<file path="src/rtl/nbp_fifo_port_pkg.sv">
package nbp_fifo_port_pkg;
   localparam int HALF_W = 16;
   localparam int WORD_W = 2 * HALF_W;
   localparam int SEL_W  = 3;

   typedef enum logic [SEL_W-1:0] {
      SEL_SND_HI = 3'd0,
      SEL_SND_LO = 3'd1,
      SEL_RCV_HI = 3'd2,
      SEL_RCV_LO = 3'd3,
      SEL_COUNT  = 3'd4
   } reg_sel_e;
endpackage

</file>
<file path="src/rtl/nbp_send_split.sv">
module nbp_send_split
   import nbp_fifo_port_pkg::*;
(
   input  logic              clk,
   input  logic              rst_n,
   input  logic              rd_hi,
   input  logic              rd_lo,
   input  logic              empty,
   input  logic [WORD_W-1:0] word,
   output logic [HALF_W-1:0] half,
   output logic              pop,
   output logic              hi_pend
);
   logic pend_q;

   // Only a lower-half read of a present word retires it
   assign pop  = rd_lo && !empty;
   assign half = empty ? '0 : (rd_lo ? word[HALF_W-1:0] : word[WORD_W-1:HALF_W]);

   always_ff @(posedge clk or negedge rst_n) begin
      if (!rst_n)
         pend_q <= 1'b0;
      else if (pop)
         pend_q <= 1'b0;
      else if (rd_hi && !empty)
         pend_q <= 1'b1;
   end

   assign hi_pend = pend_q;
endmodule

</file>
<file path="src/rtl/nbp_recv_join.sv">
module nbp_recv_join
   import nbp_fifo_port_pkg::*;
(
   input  logic              clk,
   input  logic              rst_n,
   input  logic              wr_hi,
   input  logic              wr_lo,
   input  logic [HALF_W-1:0] wdata,
   input  logic              full,
   output logic              push,
   output logic [WORD_W-1:0] word,
   output logic              hi_pend
);
   logic [HALF_W-1:0] hold_q;
   logic              pend_q;

   assign push = wr_lo && !full;
   assign word = {hold_q, wdata};

   always_ff @(posedge clk or negedge rst_n) begin
      if (!rst_n) begin
         hold_q <= '0;
         pend_q <= 1'b0;
      end else if (wr_hi) begin
         hold_q <= wdata;
         pend_q <= 1'b1;
      end else if (push) begin
         pend_q <= 1'b0;
      end
   end

   assign hi_pend = pend_q;
endmodule

</file>
<file path="src/rtl/nbp_count_gen.sv">
module nbp_count_gen
   import nbp_fifo_port_pkg::*;
#(
   parameter int LVL_W = 17
) (
   input  logic [LVL_W-1:0]  level,
   input  logic              pend,
   output logic [HALF_W-1:0] cnt
);
   localparam int DBL_W = LVL_W + 1;

   logic [DBL_W-1:0] dbl;
   logic [DBL_W-1:0] net;

   assign dbl = {level, 1'b0};
   // A pending half takes one unit; never go below zero
   assign net = (dbl == '0) ? '0 : (dbl - DBL_W'(pend));

   generate
      if (DBL_W > HALF_W) begin : g_sat
         assign cnt = (|net[DBL_W-1:HALF_W]) ? '1 : net[HALF_W-1:0];
      end else begin : g_fit
         assign cnt = HALF_W'(net);
      end
   endgenerate
endmodule

</file>
<file path="src/rtl/nbp_fifo_port.sv">
module nbp_fifo_port
   import nbp_fifo_port_pkg::*;
#(
   parameter int LVL_W = 17
) (
   input  logic              clk,
   input  logic              rst_n,
   input  logic [2:0]        host_addr,
   input  logic              host_rd,
   input  logic              host_wr,
   input  logic [15:0]       host_wdata,
   output logic [15:0]       host_rdata,
   input  logic              count_dir,
   input  logic              snd_empty,
   input  logic [31:0]       snd_word,
   input  logic [LVL_W-1:0]  snd_level,
   output logic              snd_pop,
   input  logic              rcv_full,
   input  logic [LVL_W-1:0]  rcv_free,
   output logic              rcv_push,
   output logic [31:0]       rcv_word
);
   generate
      if (LVL_W < 1 || LVL_W > 24) begin : g_bad_lvl
         $error("nbp_fifo_port: LVL_W must lie in 1..24");
      end
      if (HALF_W != 16 || WORD_W != 32) begin : g_bad_w
         $error("nbp_fifo_port: port widths assume 16/32 bit halves/words");
      end
   endgenerate

   reg_sel_e sel;
   assign sel = reg_sel_e'(host_addr);

   logic              rd_hi, rd_lo, wr_hi, wr_lo;
   logic [HALF_W-1:0] snd_half;
   logic              snd_pend, rcv_pend;
   logic [HALF_W-1:0] snd_cnt, rcv_cnt;
   logic [HALF_W-1:0] rd_mux;
   logic [HALF_W-1:0] rdata_q;

   assign rd_hi = host_rd && (sel == SEL_SND_HI);
   assign rd_lo = host_rd && (sel == SEL_SND_LO);
   assign wr_hi = host_wr && (sel == SEL_RCV_HI);
   assign wr_lo = host_wr && (sel == SEL_RCV_LO);

   nbp_send_split u_split (
      .clk     (clk),
      .rst_n   (rst_n),
      .rd_hi   (rd_hi),
      .rd_lo   (rd_lo),
      .empty   (snd_empty),
      .word    (snd_word),
      .half    (snd_half),
      .pop     (snd_pop),
      .hi_pend (snd_pend)
   );

   nbp_recv_join u_join (
      .clk     (clk),
      .rst_n   (rst_n),
      .wr_hi   (wr_hi),
      .wr_lo   (wr_lo),
      .wdata   (host_wdata),
      .full    (rcv_full),
      .push    (rcv_push),
      .word    (rcv_word),
      .hi_pend (rcv_pend)
   );

   nbp_count_gen #(.LVL_W(LVL_W)) u_snd_cnt (
      .level (snd_level),
      .pend  (snd_pend),
      .cnt   (snd_cnt)
   );

   nbp_count_gen #(.LVL_W(LVL_W)) u_rcv_cnt (
      .level (rcv_free),
      .pend  (rcv_pend),
      .cnt   (rcv_cnt)
   );

   always_comb begin
      case (sel)
         SEL_SND_HI, SEL_SND_LO: rd_mux = snd_half;
         SEL_COUNT:              rd_mux = count_dir ? rcv_cnt : snd_cnt;
         default:                rd_mux = '0;
      endcase
   end

   always_ff @(posedge clk or negedge rst_n) begin
      if (!rst_n)
         rdata_q <= '0;
      else if (host_rd)
         rdata_q <= rd_mux;
      else
         rdata_q <= '0;
   end

   assign host_rdata = rdata_q;
endmodule

</file>
<file path="config.mk">
export PLATFORM = sky130hd
export DESIGN_NAME = nbp_fifo_port
export DESIGN_NICKNAME = d
export VERILOG_FILES = /design/src/rtl/nbp_fifo_port_pkg.sv /design/src/rtl/nbp_send_split.sv /design/src/rtl/nbp_recv_join.sv /design/src/rtl/nbp_count_gen.sv /design/src/rtl/nbp_fifo_port.sv
export SDC_FILE = /design/constraint.sdc
export NUM_CORES = 1
export LEC_CHECK = 0
export CAP_MARGIN = 20
export CELL_PAD_IN_SITES_DETAIL_PLACEMENT = 1
export CELL_PAD_IN_SITES_GLOBAL_PLACEMENT = 2
export CORE_MARGIN = 2
export CORE_UTILIZATION = 34
export CTS_BUF_LIST = sky130_fd_sc_hd__clkbuf_4 sky130_fd_sc_hd__clkbuf_8
export DETAILED_ROUTE_END_ITERATION = 8
export DONT_BUFFER_PORTS = 1
export PLACE_DENSITY_LB_ADDON = 0.1
export SLEW_MARGIN = 20
export SYNTH_ARGS = -nofsm -noshare
export SYNTH_HDL_FRONTEND = slang
export SYNTH_HIERARCHICAL = 1
export SYNTH_SLANG_ARGS = --single-unit
</file>
<file path="constraint.sdc">
create_clock -name clk -period 5.48 [get_ports clk]
set_clock_uncertainty 0.2 [all_clocks]
set_input_delay 0.548 -clock clk [delete_from_list [all_inputs] [get_ports clk]]
set_output_delay 0.548 -clock clk [all_outputs]
set_load 0.02 [all_outputs]
</file>
==> impl_metrics.tcl <==
set metrics [dict create \
    fin_crit_sh_pct 54.32 \
    grt_pass1_wl_mm 13.45 \
    setup_violations 0 \
    clkTransAtPathRegs_ns 0.06 \
    routedWlPerCell_um 21.65 \
    power_switching_uw 209.4 \
    critPathMaxFanout 18 \
    synth_nets 416 \
    gr-total-overflow 0 \
    areaGrowthSynthToFinish_pct -2.178 \
    dp_cells 397 \
    dieWidth_um 101.3 \
    ctsHoldBuffers 2 \
    cts_resized 0 \
    htreeDepth 2 \
    crit_chain "nor3b_4 -> and2_1 -> buf_4 -> nor2b_1" \
    min_delay_path_depth 1 \
    cp-start-kind "primary input" \
    crit_arrival_ns 2.23 \
    die_h_um 101.3 \
    layout-drive-gt1-share_pct 20.41 \
    async_reset_ff_share_pct 100.0 \
    busiest_layer "met2" \
    syn-instance-count 322 \
    synth.ff_latch_count 34 \
    final_cells 405 \
    cp.required_ns 4.73 \
    cpPeakStageDelay_ns 0.67 \
    ys_types 47 \
    gp_congestion 0.7256 \
    cp_slowest_cell "nor3b_4" \
    final_hold_viol_count 0 \
    synth-seq-area-share_pct 26.45 \
    crit_path_end_kind "output pin" \
    finalNetCount 389 \
    slew_headroom_pct 44.30 \
    post_cts_buffers 0 \
    clock_path_buffers 2 \
    grt_usage_pct 16.80 \
    crit_type "primary input to output pin" \
    root_buffer "clkbuf_8" \
    antenna_left 0 \
    cts_tree "done" \
    cts_num_sinks 34 \
    switching_share_pct 31.35 \
    power.leakage_uw 0.001182 \
    yosys_warnings 6 \
    numPortBuffers 0 \
    clkPwrFrac_pct 26.4 \
    synth_edf_count 0 \
    numCtsBuffers 5 \
    dp_hpwl_mm 6.881 \
    drv_cap 0 \
    grt_pass1_vias 2445 \
    p_int_uw 458.7 \
    synthFlopType "dfrtp_1" \
    drv_slew 0 \
    antenna_cells 0 \
    post-route-min-period_ns 2.977 \
    power_density_nw_per_um2 212.3 \
    firstDrtPassIters 4 \
    antenna_found_initial 0 \
    avgSynthCellArea_um2 9.990 \
    final_cell_area_um2 3147 \
    finalSetupTns_ns 0 \
    wl_mm 8.767 \
    avgViaCountPerCell 5.775 \
    grt_util_met2_pct 28.68 \
    regArea_um2 850.8 \
    vias 2339 \
    die-area_um2 10260 \
    core-area_um2 9196 \
    drt_iter0_markers 70 \
    status "complete, no violations" \
    row_count 35 \
    ir_drop_mv 0.08354 \
    syn_area_um2 3217 \
    final.fill_count 1065 \
    top_level_ports 142 \
    grt_max_degree 35 \
    hold_path.class "primary input to flip-flop" \
    drcViolationCount 0 \
    grtUsageMet1_pct 21.88 \
    worst_slew_pin_slew_ns 0.8307 \
    grt_use_met3_pct 3.451 \
    floorplan.initialDensity_pct 34.98 \
    place_area_um2 3010 \
    worstRegToRegCells 6 \
    clk_latency_ns 0.28 \
    pwr-share-comb_pct 21.5 \
    rsz0062_at_grt "false" \
    multi_input_area_um2 2022 \
    seqPwrFrac_pct 52.1 \
    clock.fmax_mhz 335.9 \
]
## layer usage
| layer | vias to the layer above | share of wire, % | routed length, um |
|---|---|---|---|
| li1 | 1102 | - | - |
| met1 | 1148 | 45 | 3979 |
| met2 | 80 | 48 | 4209 |
| met3 | 9 | 5.6 | 495 |
| met4 | 0 | 0.94 | 82 |
| met5 | - | 0 | 0 |
## cells by family after synthesis
logic type | count (synthesis) | share of synthesized area [%]
muxes | 48 | 16.61
and+or+nand+nor | 115 | 24.31
xor gates and xnor gates | 24 | 6.534
AOI/OAI and AO/OA | 58 | 13.69
DFF | 34 | 26.45
adders and majority gates | 2 | 0.7778
buffers and inverters | 41 | 11.63
## metrics by stage
step / hold WS [ns] / worst slack (ns) / util, % / total power [uW]
3_5_place_dp: 0.05341 / 1.911 / 32.73 / 491.1
4_1_cts: 0.2095 / 2.206 / 33.96 / 679.9
2_1_floorplan: 0.05241 / 3.161 / - / 491.1
6_report: 0.2215 / 2.503 / 34.22 / 668.1
3_3_place_gp: 0.05320 / 1.970 / 32.67 / 489.7
5_1_grt: 0.2043 / 2.359 / 34.22 / 706.0
## power groups by stage
stage | sequential, uW | clock (uW) | combinational (uW)
floorplan | 345 | 0 | 146
global placement | 353 | 0 | 136
detailed placement | 354 | 0 | 137
CTS | 349 | 185 | 146
global route | 354 | 195 | 157
finish | 348 | 176 | 144
## path summary, 6_finish.rpt
path / startpoint / end / slack, ns
max in group asynchronous: rst_n / host_rdata[6] / 4.37
worst min-delay path: host_wdata[5] / u_join/hold_q[5] / 0.22
worst min register to register: u_split/hi_pend / u_split/hi_pend / 0.40
min in group asynchronous: rst_n / host_rdata[11] / 0.53
worst max register to register: u_join/hi_pend / host_rdata[15] / 2.67
worst max-delay path: host_addr[1] / snd_pop / 2.50
## cell usage after synthesis, types with 2 or more instances
master	n	area (um^2)
o41ai_1	2	17.52
buf_6	13	146.4
nand3b_4	2	40.04
ha_1	2	25.02
dfrtp_1	34	850.8
o21a_1	4	30.03
nor3_2	4	40.04
and3b_1	2	17.52
nor4_4	2	42.54
and4bb_2	3	37.54
nor2_1	32	120.1
nor4_1	4	25.02
nand4b_1	2	17.52
nand2_1	6	22.52
buf_2	2	10.01
nand3_1	2	10.01
nand4_1	8	50.05
mux2_2	7	78.83
nor3_1	24	120.1
o21ai_1	22	110.1
inv_1	4	15.01
nand3_2	2	20.02
nor2b_1	3	18.77
buf_4	16	120.1
nor4_2	2	25.02
nor3_4	2	32.53
nand2b_1	3	18.77
xor2_1	6	52.55
mux2_4	9	135.1
buf_8	2	30.03
o2bb2ai_1	16	140.1
o31ai_4	2	42.54
xnor2_1	18	157.7
nor3b_1	2	15.01
buf_12	2	40.04
nand2_2	2	12.51
o21ai_2	10	87.58
mux2i_1	32	320.3
nor3b_2	4	50.05
## placed cells by master (no fill, tap or decap), types with 4 or more instances in the layout
cell type  synthesis  final
o21ai_1           22     22
nor4_1             4      4
mux2_4             9      9
nor3b_2            4      4
nor2_1            32     32
clkbuf_8           0      6
nor3_4             2      4
nand4_1            8      8
dfrtp_1           34     34
o21a_1             4      4
nand2_1            6      6
inv_1              4      4
xnor2_1           18     18
nor3_1            24     24
o2bb2ai_1         16     16
xor2_1             6      6
mux2_2             7      7
nor4_4             2      4
mux2i_1           32     32
o21ai_2           10     10
## final cells by class
| class | instances | share of cell area (%) |
|---|---|---|
| multi-input cells | 247 | 64.25 |
| flip-flops and latches | 34 | 27.04 |
| well taps | 111 | 4.414 |
| clock buffers | 6 | 2.624 |
| repair buffers | 3 | 1.193 |
| inverters | 4 | 0.4771 |
## state kept, by name, summed over array words and instances, names as in the netlist
signal           count
u_join/hi_pend       1
host_rdata          16
u_split/hi_pend      1
u_join/hold_q       16
## worst max-delay path, delay by kind of cell
kind                   cells  cell delay (ns)
AND/OR/NAND/NOR            3             1.35
buffers and inverters      1             0.32
(Power assumes the default switching activity.)
